<file path="src/rtl/hpmr_pkg.sv">
package hpmr_pkg;

   // host function codes (field hb_fn)
   localparam logic [3:0] FN_STAT  = 4'h0;
   localparam logic [3:0] FN_RX    = 4'h1;
   localparam logic [3:0] FN_REQ   = 4'h3;
   localparam logic [3:0] FN_TAS   = 4'h4;
   localparam logic [3:0] FN_CLR   = 4'h5;
   localparam logic [3:0] FN_SEMRD = 4'h6;

   // status word bit positions
   localparam int ST_TXDE = 0;
   localparam int ST_HMRC = 1;
   localparam int ST_ERR  = 2;

   typedef enum logic [2:0] {
      SQ_IDLE  = 3'd0,
      SQ_ADDR  = 3'd1,
      SQ_FETCH = 3'd2,
      SQ_LOAD  = 3'd3,
      SQ_XFER  = 3'd4
   } seq_state_t;

   typedef struct packed {
      logic req;
      logic tas;
      logic clr;
      logic rd_stat;
      logic rd_rx;
      logic rd_sem;
   } hb_dec_t;

endpackage

</file>
<file path="src/rtl/hpmr_decode.sv">
module hpmr_decode
   import hpmr_pkg::*;
(
   input  logic       cs_n,
   input  logic       attr,
   input  logic       we,
   input  logic [3:0] fn,
   output hb_dec_t    dec
);

   logic acc;

   always_comb begin
      acc         = !cs_n && attr;
      dec.req     = acc &&  we && (fn == FN_REQ);
      dec.tas     = acc &&  we && (fn == FN_TAS);
      dec.clr     = acc &&  we && (fn == FN_CLR);
      dec.rd_stat = acc && !we && (fn == FN_STAT);
      dec.rd_rx   = acc && !we && (fn == FN_RX);
      dec.rd_sem  = acc && !we && (fn == FN_SEMRD);
   end

endmodule

</file>
<file path="src/rtl/hpmr_seq.sv">
module hpmr_seq
   import hpmr_pkg::*;
#(
   parameter int DW = 32,
   parameter int AW = 10
) (
   input  logic          clk,
   input  logic          rst_n,
   input  logic          req,
   input  logic [DW-1:0] wdata,
   output logic          txde,
   output logic          hmrc,
   output logic          err,
   output logic [DW-1:0] rx,
   output logic          mem_rd_en,
   output logic [AW-1:0] mem_addr,
   input  logic [DW-1:0] mem_rdata
);

   seq_state_t    state;
   logic [DW-1:0] tx_q;
   logic [AW-1:0] addr_q;
   logic [DW-1:0] hold_q;
   logic          unused_tx_hi;

   assign unused_tx_hi = ^tx_q[DW-1:AW];

   always_ff @(posedge clk or negedge rst_n) begin
      if (!rst_n) begin
         state  <= SQ_IDLE;
         tx_q   <= '0;
         addr_q <= '0;
         hold_q <= '0;
         rx     <= '0;
         txde   <= 1'b1;
         hmrc   <= 1'b0;
         err    <= 1'b0;
      end else begin
         unique case (state)
            SQ_IDLE: begin
               if (req) begin
                  tx_q  <= wdata;
                  txde  <= 1'b0;
                  hmrc  <= 1'b1;
                  state <= SQ_ADDR;
               end
            end
            SQ_ADDR: begin
               addr_q <= tx_q[AW-1:0];
               txde   <= 1'b1;
               state  <= SQ_FETCH;
            end
            SQ_FETCH: state <= SQ_LOAD;
            SQ_LOAD: begin
               hold_q <= mem_rdata;
               state  <= SQ_XFER;
            end
            SQ_XFER: begin
               rx    <= hold_q;
               hmrc  <= 1'b0;
               state <= SQ_IDLE;
            end
            default: state <= SQ_IDLE;
         endcase
         if (req && hmrc) err <= 1'b1;
      end
   end

   assign mem_rd_en = (state == SQ_FETCH);
   assign mem_addr  = addr_q;

   // accepted request flips both flags at the next edge
   p_accept_r3: assert property (@(posedge clk) disable iff (!rst_n)
      (req && !hmrc) |=> (hmrc && !txde));
   // transmit-empty recovers after one cycle
   p_txde_back_r3: assert property (@(posedge clk) disable iff (!rst_n)
      $fell(txde) |=> txde);
   // memory strobe only while pending, single cycle
   p_memrd_busy_r4: assert property (@(posedge clk) disable iff (!rst_n)
      mem_rd_en |-> (hmrc && txde));
   p_memrd_pulse_r4: assert property (@(posedge clk) disable iff (!rst_n)
      mem_rd_en |=> !mem_rd_en);
   // pending flag held four cycles before clearing
   p_clear_len_r5: assert property (@(posedge clk) disable iff (!rst_n)
      $fell(hmrc) |-> ($past(hmrc, 2) && $past(hmrc, 3) && $past(hmrc, 4)));
   // receive register moves only as pending clears
   p_rx_move_r5: assert property (@(posedge clk) disable iff (!rst_n)
      !$stable(rx) |-> $fell(hmrc));
   // overrun raises sticky error
   p_overrun_r6: assert property (@(posedge clk) disable iff (!rst_n)
      (req && hmrc) |=> err);
   p_err_sticky_r6: assert property (@(posedge clk) disable iff (!rst_n)
      err |=> err);

endmodule

</file>
<file path="src/rtl/hpmr_sem.sv">
module hpmr_sem #(
   parameter int SEMN = 8,
   localparam int SIW = $clog2(SEMN)
) (
   input  logic            clk,
   input  logic            rst_n,
   input  logic            tas,
   input  logic            clr,
   input  logic [SIW-1:0]  idx,
   output logic [SEMN-1:0] sem,
   output logic            prev
);

   for (genvar b = 0; b < SEMN; b++) begin : g_bit
      always_ff @(posedge clk or negedge rst_n) begin
         if (!rst_n)
            sem[b] <= 1'b0;
         else if (tas && (idx == SIW'(b)))
            sem[b] <= 1'b1;
         else if (clr && (idx == SIW'(b)))
            sem[b] <= 1'b0;
      end
   end

   assign prev = sem[idx];

   // test-and-set leaves the bit set
   p_tas_set_r8: assert property (@(posedge clk) disable iff (!rst_n)
      tas |=> sem[$past(idx)]);
   // clear leaves the bit cleared
   p_clr_zero_r9: assert property (@(posedge clk) disable iff (!rst_n)
      (clr && !tas) |=> !sem[$past(idx)]);

endmodule

</file>
<file path="src/rtl/hpmr_engine.sv">
module hpmr_engine
   import hpmr_pkg::*;
#(
   parameter int DW   = 32,
   parameter int AW   = 10,
   parameter int SEMN = 8
) (
   input  logic          clk,
   input  logic          rst_n,
   input  logic          hb_cs_n,
   input  logic          hb_attr,
   input  logic          hb_we,
   input  logic [3:0]    hb_fn,
   input  logic [DW-1:0] hb_wdata,
   output logic [DW-1:0] hb_rdata,
   output logic          mem_rd_en,
   output logic [AW-1:0] mem_addr,
   input  logic [DW-1:0] mem_rdata
);

   localparam int SIW = $clog2(SEMN);

   if (AW < 1 || AW >= DW) begin : g_chk_aw
      $error("hpmr_engine: AW must be in 1..DW-1");
   end
   if (SEMN < 2 || SEMN > DW || (1 << SIW) != SEMN) begin : g_chk_sem
      $error("hpmr_engine: SEMN must be a power of two in 2..DW");
   end
   if (DW < 3) begin : g_chk_dw
      $error("hpmr_engine: DW too small for status word");
   end

   hb_dec_t         dec;
   logic            txde, hmrc, err;
   logic [DW-1:0]   rx;
   logic [SEMN-1:0] sem;
   logic            sem_prev;

   hpmr_decode u_dec (
      .cs_n (hb_cs_n),
      .attr (hb_attr),
      .we   (hb_we),
      .fn   (hb_fn),
      .dec  (dec)
   );

   hpmr_seq #(.DW(DW), .AW(AW)) u_seq (
      .clk       (clk),
      .rst_n     (rst_n),
      .req       (dec.req),
      .wdata     (hb_wdata),
      .txde      (txde),
      .hmrc      (hmrc),
      .err       (err),
      .rx        (rx),
      .mem_rd_en (mem_rd_en),
      .mem_addr  (mem_addr),
      .mem_rdata (mem_rdata)
   );

   hpmr_sem #(.SEMN(SEMN)) u_sem (
      .clk   (clk),
      .rst_n (rst_n),
      .tas   (dec.tas),
      .clr   (dec.clr),
      .idx   (hb_wdata[SIW-1:0]),
      .sem   (sem),
      .prev  (sem_prev)
   );

   always_comb begin
      hb_rdata = '0;
      if (dec.rd_stat) begin
         hb_rdata[ST_TXDE] = txde;
         hb_rdata[ST_HMRC] = hmrc;
         hb_rdata[ST_ERR]  = err;
      end else if (dec.rd_rx) begin
         hb_rdata = rx;
      end else if (dec.rd_sem) begin
         hb_rdata = DW'(sem);
      end else if (dec.tas) begin
         hb_rdata[0] = sem_prev;
      end
   end

   // a status read never disturbs the flags
   p_poll_clean_r7: assert property (@(posedge clk) disable iff (!rst_n)
      (dec.rd_stat && !hmrc) |=> ($stable(txde) && $stable(err) && !hmrc));
   // strobe inactive means no request reaches the sequencer
   p_strobe_r2: assert property (@(posedge clk) disable iff (!rst_n)
      (hb_cs_n || !hb_attr) |-> !(dec.req || dec.tas || dec.clr));

endmodule

</file>
<file path="config.mk">
export PLATFORM = sky130hd
export DESIGN_NAME = hpmr_engine
export DESIGN_NICKNAME = d
export VERILOG_FILES = /design/src/rtl/hpmr_pkg.sv /design/src/rtl/hpmr_decode.sv /design/src/rtl/hpmr_seq.sv /design/src/rtl/hpmr_sem.sv /design/src/rtl/hpmr_engine.sv
export SDC_FILE = /design/constraint.sdc
export NUM_CORES = 1
export LEC_CHECK = 0
export CORE_UTILIZATION = 44
export CTS_CLUSTER_SIZE = 16
export DETAILED_ROUTE_END_ITERATION = 10
export PLACE_DENSITY = 0.77
export SYNTH_ARGS = -nofsm -noshare
export SYNTH_HDL_FRONTEND = slang
export SYNTH_SLANG_ARGS = --single-unit
</file>
<file path="constraint.sdc">
create_clock -name clk -period 2.4 [get_ports clk]
set_clock_uncertainty 0.05 [all_clocks]
set_input_delay 0.72 -clock clk [delete_from_list [all_inputs] [get_ports clk]]
set_output_delay 0.72 -clock clk [all_outputs]
set_load 0.01 [all_outputs]
</file>
### Word level (Yosys, flattened, before mapping)

Cells that the tools add are included.
W data, S select, Z words.

* order comparisons: 1
* eq/ne operators: 17
* mux-type cells: 30
* reductions and logical operators: 44

Operator list (count)
* $mux W32: 1
* $mux W29: 1
* $logic_and A1 B1 Y1: 26
* $mux W1: 21
* $reduce_bool A2 Y1: 10
* $eq A3 B3 Y1 const B: 5
* $eq A3 B2 Y1 const B: 4
* $eq A4 B3 Y1 const B: 3
* $pmux W3 S4: 1
* $mux W7: 1
* $eq A3 B1 Y1 const B: 2
* $logic_not A3 Y1: 2
* $mux W3: 2
* $reduce_and A2 Y1: 3
* $eq A4 B1 Y1 const B: 1
* $eq A4 B2 Y1 const B: 1
* $logic_not A4 Y1: 1
* $lt A3 B4 Y1 const B: 1
* $pmux W1 S2: 2
* $bmux W1 S3: 1
* $logic_not A1 Y1: 2
* $ne A2 B1 Y1 const B: 1

* flip-flop bits (word level): 98
* bits of input ports: 73
* output and inout bits: 43
* word-level logic and storage cells: 108

### Logic depth before layout (Yosys ltp)

* word-level depth: 8
* mapped depth: 6
* gate-level depth less buffers: 3

### Hierarchy

From an unflattened synthesis, not the netlist that was laid out.

* cells, all modules: 302
* area total of the unflattened synthesis: 4306.6 sq um

Modules (own cells, without submodules)
* hpmr_seq: times used 1, cells an instance 200, area each 3402.0 sq um, seq. area each 2253.4 sq um
* hpmr_sem: times used 1, cells an instance 39, area each 456.7 sq um, seq. area each 200.2 sq um
* hpmr_engine: times used 1, cells an instance 53, area each 355.3 sq um, seq. area each 0.0 sq um
* hpmr_decode: times used 1, cells an instance 10, area each 92.6 sq um, seq. area each 0.0 sq um

### Worst setup path before layout

No wires, ideal clock.

* path kind: input -> output
* start point: input port hb_wdata[0]
* end point: output port hb_rdata[0]
* arrival: 1.773 ns
* required time: 1.630 ns
* setup slack: -0.143 ns
* stages: 4
* buffers on the path: 1
* cells stage by stage: clkbuf_1 -> mux4_2 -> mux2i_1 -> o221ai_1

* word-level cells in the longest chain between the ends: 6

Ends and longest elaborated chain
* start: declaration: line hpmr_engine.sv:14 `input logic [DW-1:0] hb_wdata,`
* $bmux W1 S3: line hpmr_sem.sv:25 `assign prev = sem[idx];`
* $mux W1 (not written as such): line hpmr_sem.sv:25
* $mux W1: line hpmr_engine.sv:81 `end else if (dec.tas) begin`
* $mux W1: line hpmr_engine.sv:79 `end else if (dec.rd_sem) begin`
* $mux W32: line hpmr_engine.sv:77 `end else if (dec.rd_rx) begin`
* $mux W3: line hpmr_engine.sv:73 `if (dec.rd_stat) begin`
* end: declaration: line hpmr_engine.sv:15 `output logic [DW-1:0] hb_rdata,`

No other way between the ends. The select of a mux whose other input is x is not followed.

### Worst setup path in the final report

* start point: input port hb_cs_n
* end point: output port hb_rdata[9]

* word-level cells in the longest chain between the ends: 6
* elaborated cells on any way between the ends: 7
* those cells by class: mux (2); reduce/logical (5)

Ends and longest elaborated chain
* start: declaration: line hpmr_engine.sv:10 `input logic hb_cs_n,`
* $logic_not A1 Y1 (*): line hpmr_decode.sv:14 `acc = !cs_n && attr;`
* $logic_and A1 B1 Y1 (*): line hpmr_decode.sv:14
* $logic_and A1 B1 Y1 (*): line hpmr_decode.sv:18, hpmr_decode.sv:19
* $logic_and A1 B1 Y1: line hpmr_decode.sv:19 `dec.rd_rx = acc && !we && (fn == FN_RX);`
* $mux W32: line hpmr_engine.sv:77
* $mux W29 (*): line hpmr_engine.sv:73

Mark *: on every way between the ends. The rest lies on a longest branch, timed or not.

==> flow_summary_export.csv <==
group,metric,value,unit
worst_setup_path,reg2reg_to,"u_seq.rx[30]",
clock_network,cts_max_level,3,
layout,fill_cells,704,
placement,routabilityCongestion,0.892,
detailed_routing,routedWlPerCell,16.2,um
synth,yosysSeqAreaShare,57.2,%
sta,setup_viol,30,
global_routing,grt_pass1_wl,15400,um
layout,area_delta_synth_final,42.0,%
sta,timing.fmax,0.393,GHz
min_path,min_path_type,"input pin to asynchronous set/reset pin",
pwr,power_density,890,nW/um^2
sta,hold_viol,0,
synth,synth_cell_types,39,
layout,layout_commonest_cell,"dfrtp_1",
floorplanning,chipHeight,101,um
detailed_routing,ant_nets,0,
detailed_routing,via_per_inst,5.04,
worst_setup_path,arrival,1780,ps
worst_setup_path,crit_family,"simple AND/OR/NAND/NOR gates",
clock_network,cts_sinks,98,
pwr,leakage,2.76,nW
clock_network,clk_pin_slew,100,ps
sta,min_period,2550,ps
clock_network,clockBufferDepth,2,
pwr,vdd_ir_drop_max,0.472,mV
clock_network,cts_buffers,9,
layout,antennaDiodeCount,0,
worst_setup_path,r2r_start,"u_seq.state[1]",
worst_setup_path,r2r_setup_slack,710,ps
sta,finalWorstSetupSlack,-146,ps
clock_network,clock_latency,370,ps
clock_network,cts_root_buf,"clkbuf_8",
worst_setup_path,cp-start-kind,"input pin",
sta,min_period_over_period,106,%
detailed_routing,postRouteWirelength,9290,um
sta,slew_headroom,69.2,%
run,maxCapViolCount,0,
floorplanning,dieWidth,101,um
synth,ys_seq_elements,98,
worst_setup_path,crit_buf_inv,4,
detailed_routing,vias,2887,
layout,final_nets,512,
layout,multiInputGateArea,1860,sq um
worst_setup_path,path_class,"input pin to output pin",
global_routing,grt_antenna_before_repair,0,
synth,syn_inst,306,
placement,port-buffer-count,93,
placement,preCtsSetupSlack,-990,ps
sta,setup_tns,-2680,ps
sta,worstMarginPinSlew,462,ps
worst_setup_path,critPathMaxStageDelay,280,ps
detailed_routing,post-route-drc-count,0,
synth,netlist_area,4290,sq um
worst_setup_path,reg2regPathDepth,4,
sta,timing.final.max_slew_violations,0,
global_routing,grt_pass1_vias,3086,
worst_setup_path,worstPathCellList,"buf_8 > nor3b_4 > and3_4 > buf_6 > buf_12 > and2_4 > buf_6",
floorplanning,rows,35,
floorplanning,core,9330,sq um
global_routing,grt_max_degree,39,
sta,rsz0062_at_grt,"yes",
layout,seqCellArea,2450,sq um
worst_setup_path,slowest_stage,"and3_4",
global_routing,gr-total-overflow,0,
synth,syn_avg_cell_area,14.0,sq um
floorplanning,die-area,10100,sq um
detailed_routing,drtPass1Iterations,4,
layout,final_cell_mix,"dfrtp_1 (96), mux2_2 (74), clkdlybuf4s50_1 (50)",
global_routing,grt_usage,19.9,%
detailed_routing,drt_iter0_markers,65,
run_status,failed_checks,"negative setup slack",
worst_setup_path,cp.required,1630,ps
floorplanning,initial_core_util,46.0,%
layout,layout-drive-gt1-share,53.6,%
floorplanning,ios,116,
worst_setup_path,crit_path_max_fanout,4,
worst_setup_path,crit_top_cell,"buf_6",
synth,yosys_warnings,0,
clock_network,cts_tree,"yes",
sta,timing.hold.ws,243,ps
placement,post-dp-hpwl,6090,um
synth,syn-num-nets,379,
run_status,status,"complete, but fails checks",
worst_setup_path,cp-end-kind,"output pin",
layout,post-route-util,65.3,%
flip-flops by register name (all words and copies together), names as in the netlist:
| name | count |
|---|---|
| u_seq.err | 1 |
| u_seq.mem_addr | 10 |
| u_seq.rx | 32 |
| u_seq.state | 3 |
| u_seq.hold_q | 32 |
| u_seq.tx_q | 10 |
| u_seq.hmrc | 1 |
| u_seq.txde | 1 |
| u_sem.sem | 8 |
timing repair:
item | 4_1_cts | 5_1_grt
endpoints found under the setup margin | 44 | 32
resized for setup | 230 | 32
hold buffers | 0 | 0
buffers inserted | 15 | 2
pin swaps | 19 | 22
cloned | 3 | 0
layout make-up:
type	instances	area share, %
inverters	6	0.370
clock inverters	5	1.01
flip-flops and latches	98	40.3
well taps	129	2.65
multi-input cells	183	30.5
repair buffers	141	22.9
clock buffers	11	2.32
logic make-up (layout without fill, tap and decap cells):
kind of cell    Yosys count  count (layout)  share of synthesized area (%)
xor+xnor                  1               1                          0.204
buf+inv                  25             163                           3.15
mux                      90              90                           24.8
flops                    98              98                           57.2
simple gates             72              72                           11.3
compound gates           20              20                           3.33
where the power goes:
group          switching, W  internal (W)  leakage (nW)
sequential         0.000378       0.00236          1.22
combinational      0.000568       0.00103          1.44
clock              0.000569      0.000519         0.104
total               0.00152       0.00391          2.76
synthesized netlist by cell type (all sizes together):
library cell	number	area (sq um)
nand3b	1	7.51
and4b	1	10.0
o221ai	1	8.76
mux2i	4	40.0
nor2	3	11.3
a21o	1	7.51
clkbuf	6	25.0
nand3	18	90.1
a22o	4	35.0
and2	25	156
and4bb	2	25.0
nor2b	2	12.5
inv	6	22.5
nor4b	1	15.0
a21oi	5	25.0
dfstp	1	26.3
a31oi	1	6.26
dfrtp	97	2430
o2bb2ai	4	35.0
nand4	6	52.6
and3	1	6.26
nand2	2	7.51
buf	13	87.6
xnor2	1	8.76
nor3	3	25.0
nor3b	4	40.0
a41o	1	10.0
and3b	3	26.3
mux4	2	45.0
mux2	84	976
o21ai	3	15.0
routing by layer:
layer,vias up,global-route usage (%),share of wire [%]
li1,1353,-,-
met1,1443,25.8,44
met2,86,33.2,49
met3,5,5.96,6.6
met4,0,4.35,0.47
met5,-,0,0
worst max-delay path by stage:
stage	start	to	slack (ps)	cells past startpoint
2_1_floorplan	hb_wdata[0]	hb_rdata[0]	-50	4
3_5_place_dp	hb_cs_n	hb_rdata[7]	-990	6
3_3_place_gp	hb_cs_n	hb_rdata[3]	-950	6
6_report	hb_cs_n	hb_rdata[9]	-150	7
4_1_cts	hb_we	hb_rdata[8]	-240	8
5_1_grt	hb_cs_n	hb_rdata[14]	-170	7
metrics by stage:
stage	total power [W]	cell area [sq um]	std cells
2_1_floorplan	0.00371	4310	306
3_3_place_gp	0.00427	5580	544
3_5_place_dp	0.00436	5580	544
4_1_cts	0.00547	6070	578
5_1_grt	0.00577	6090	573
6_report	0.00542	6090	573
Note: power is estimated with default switching activity, not from simulation.
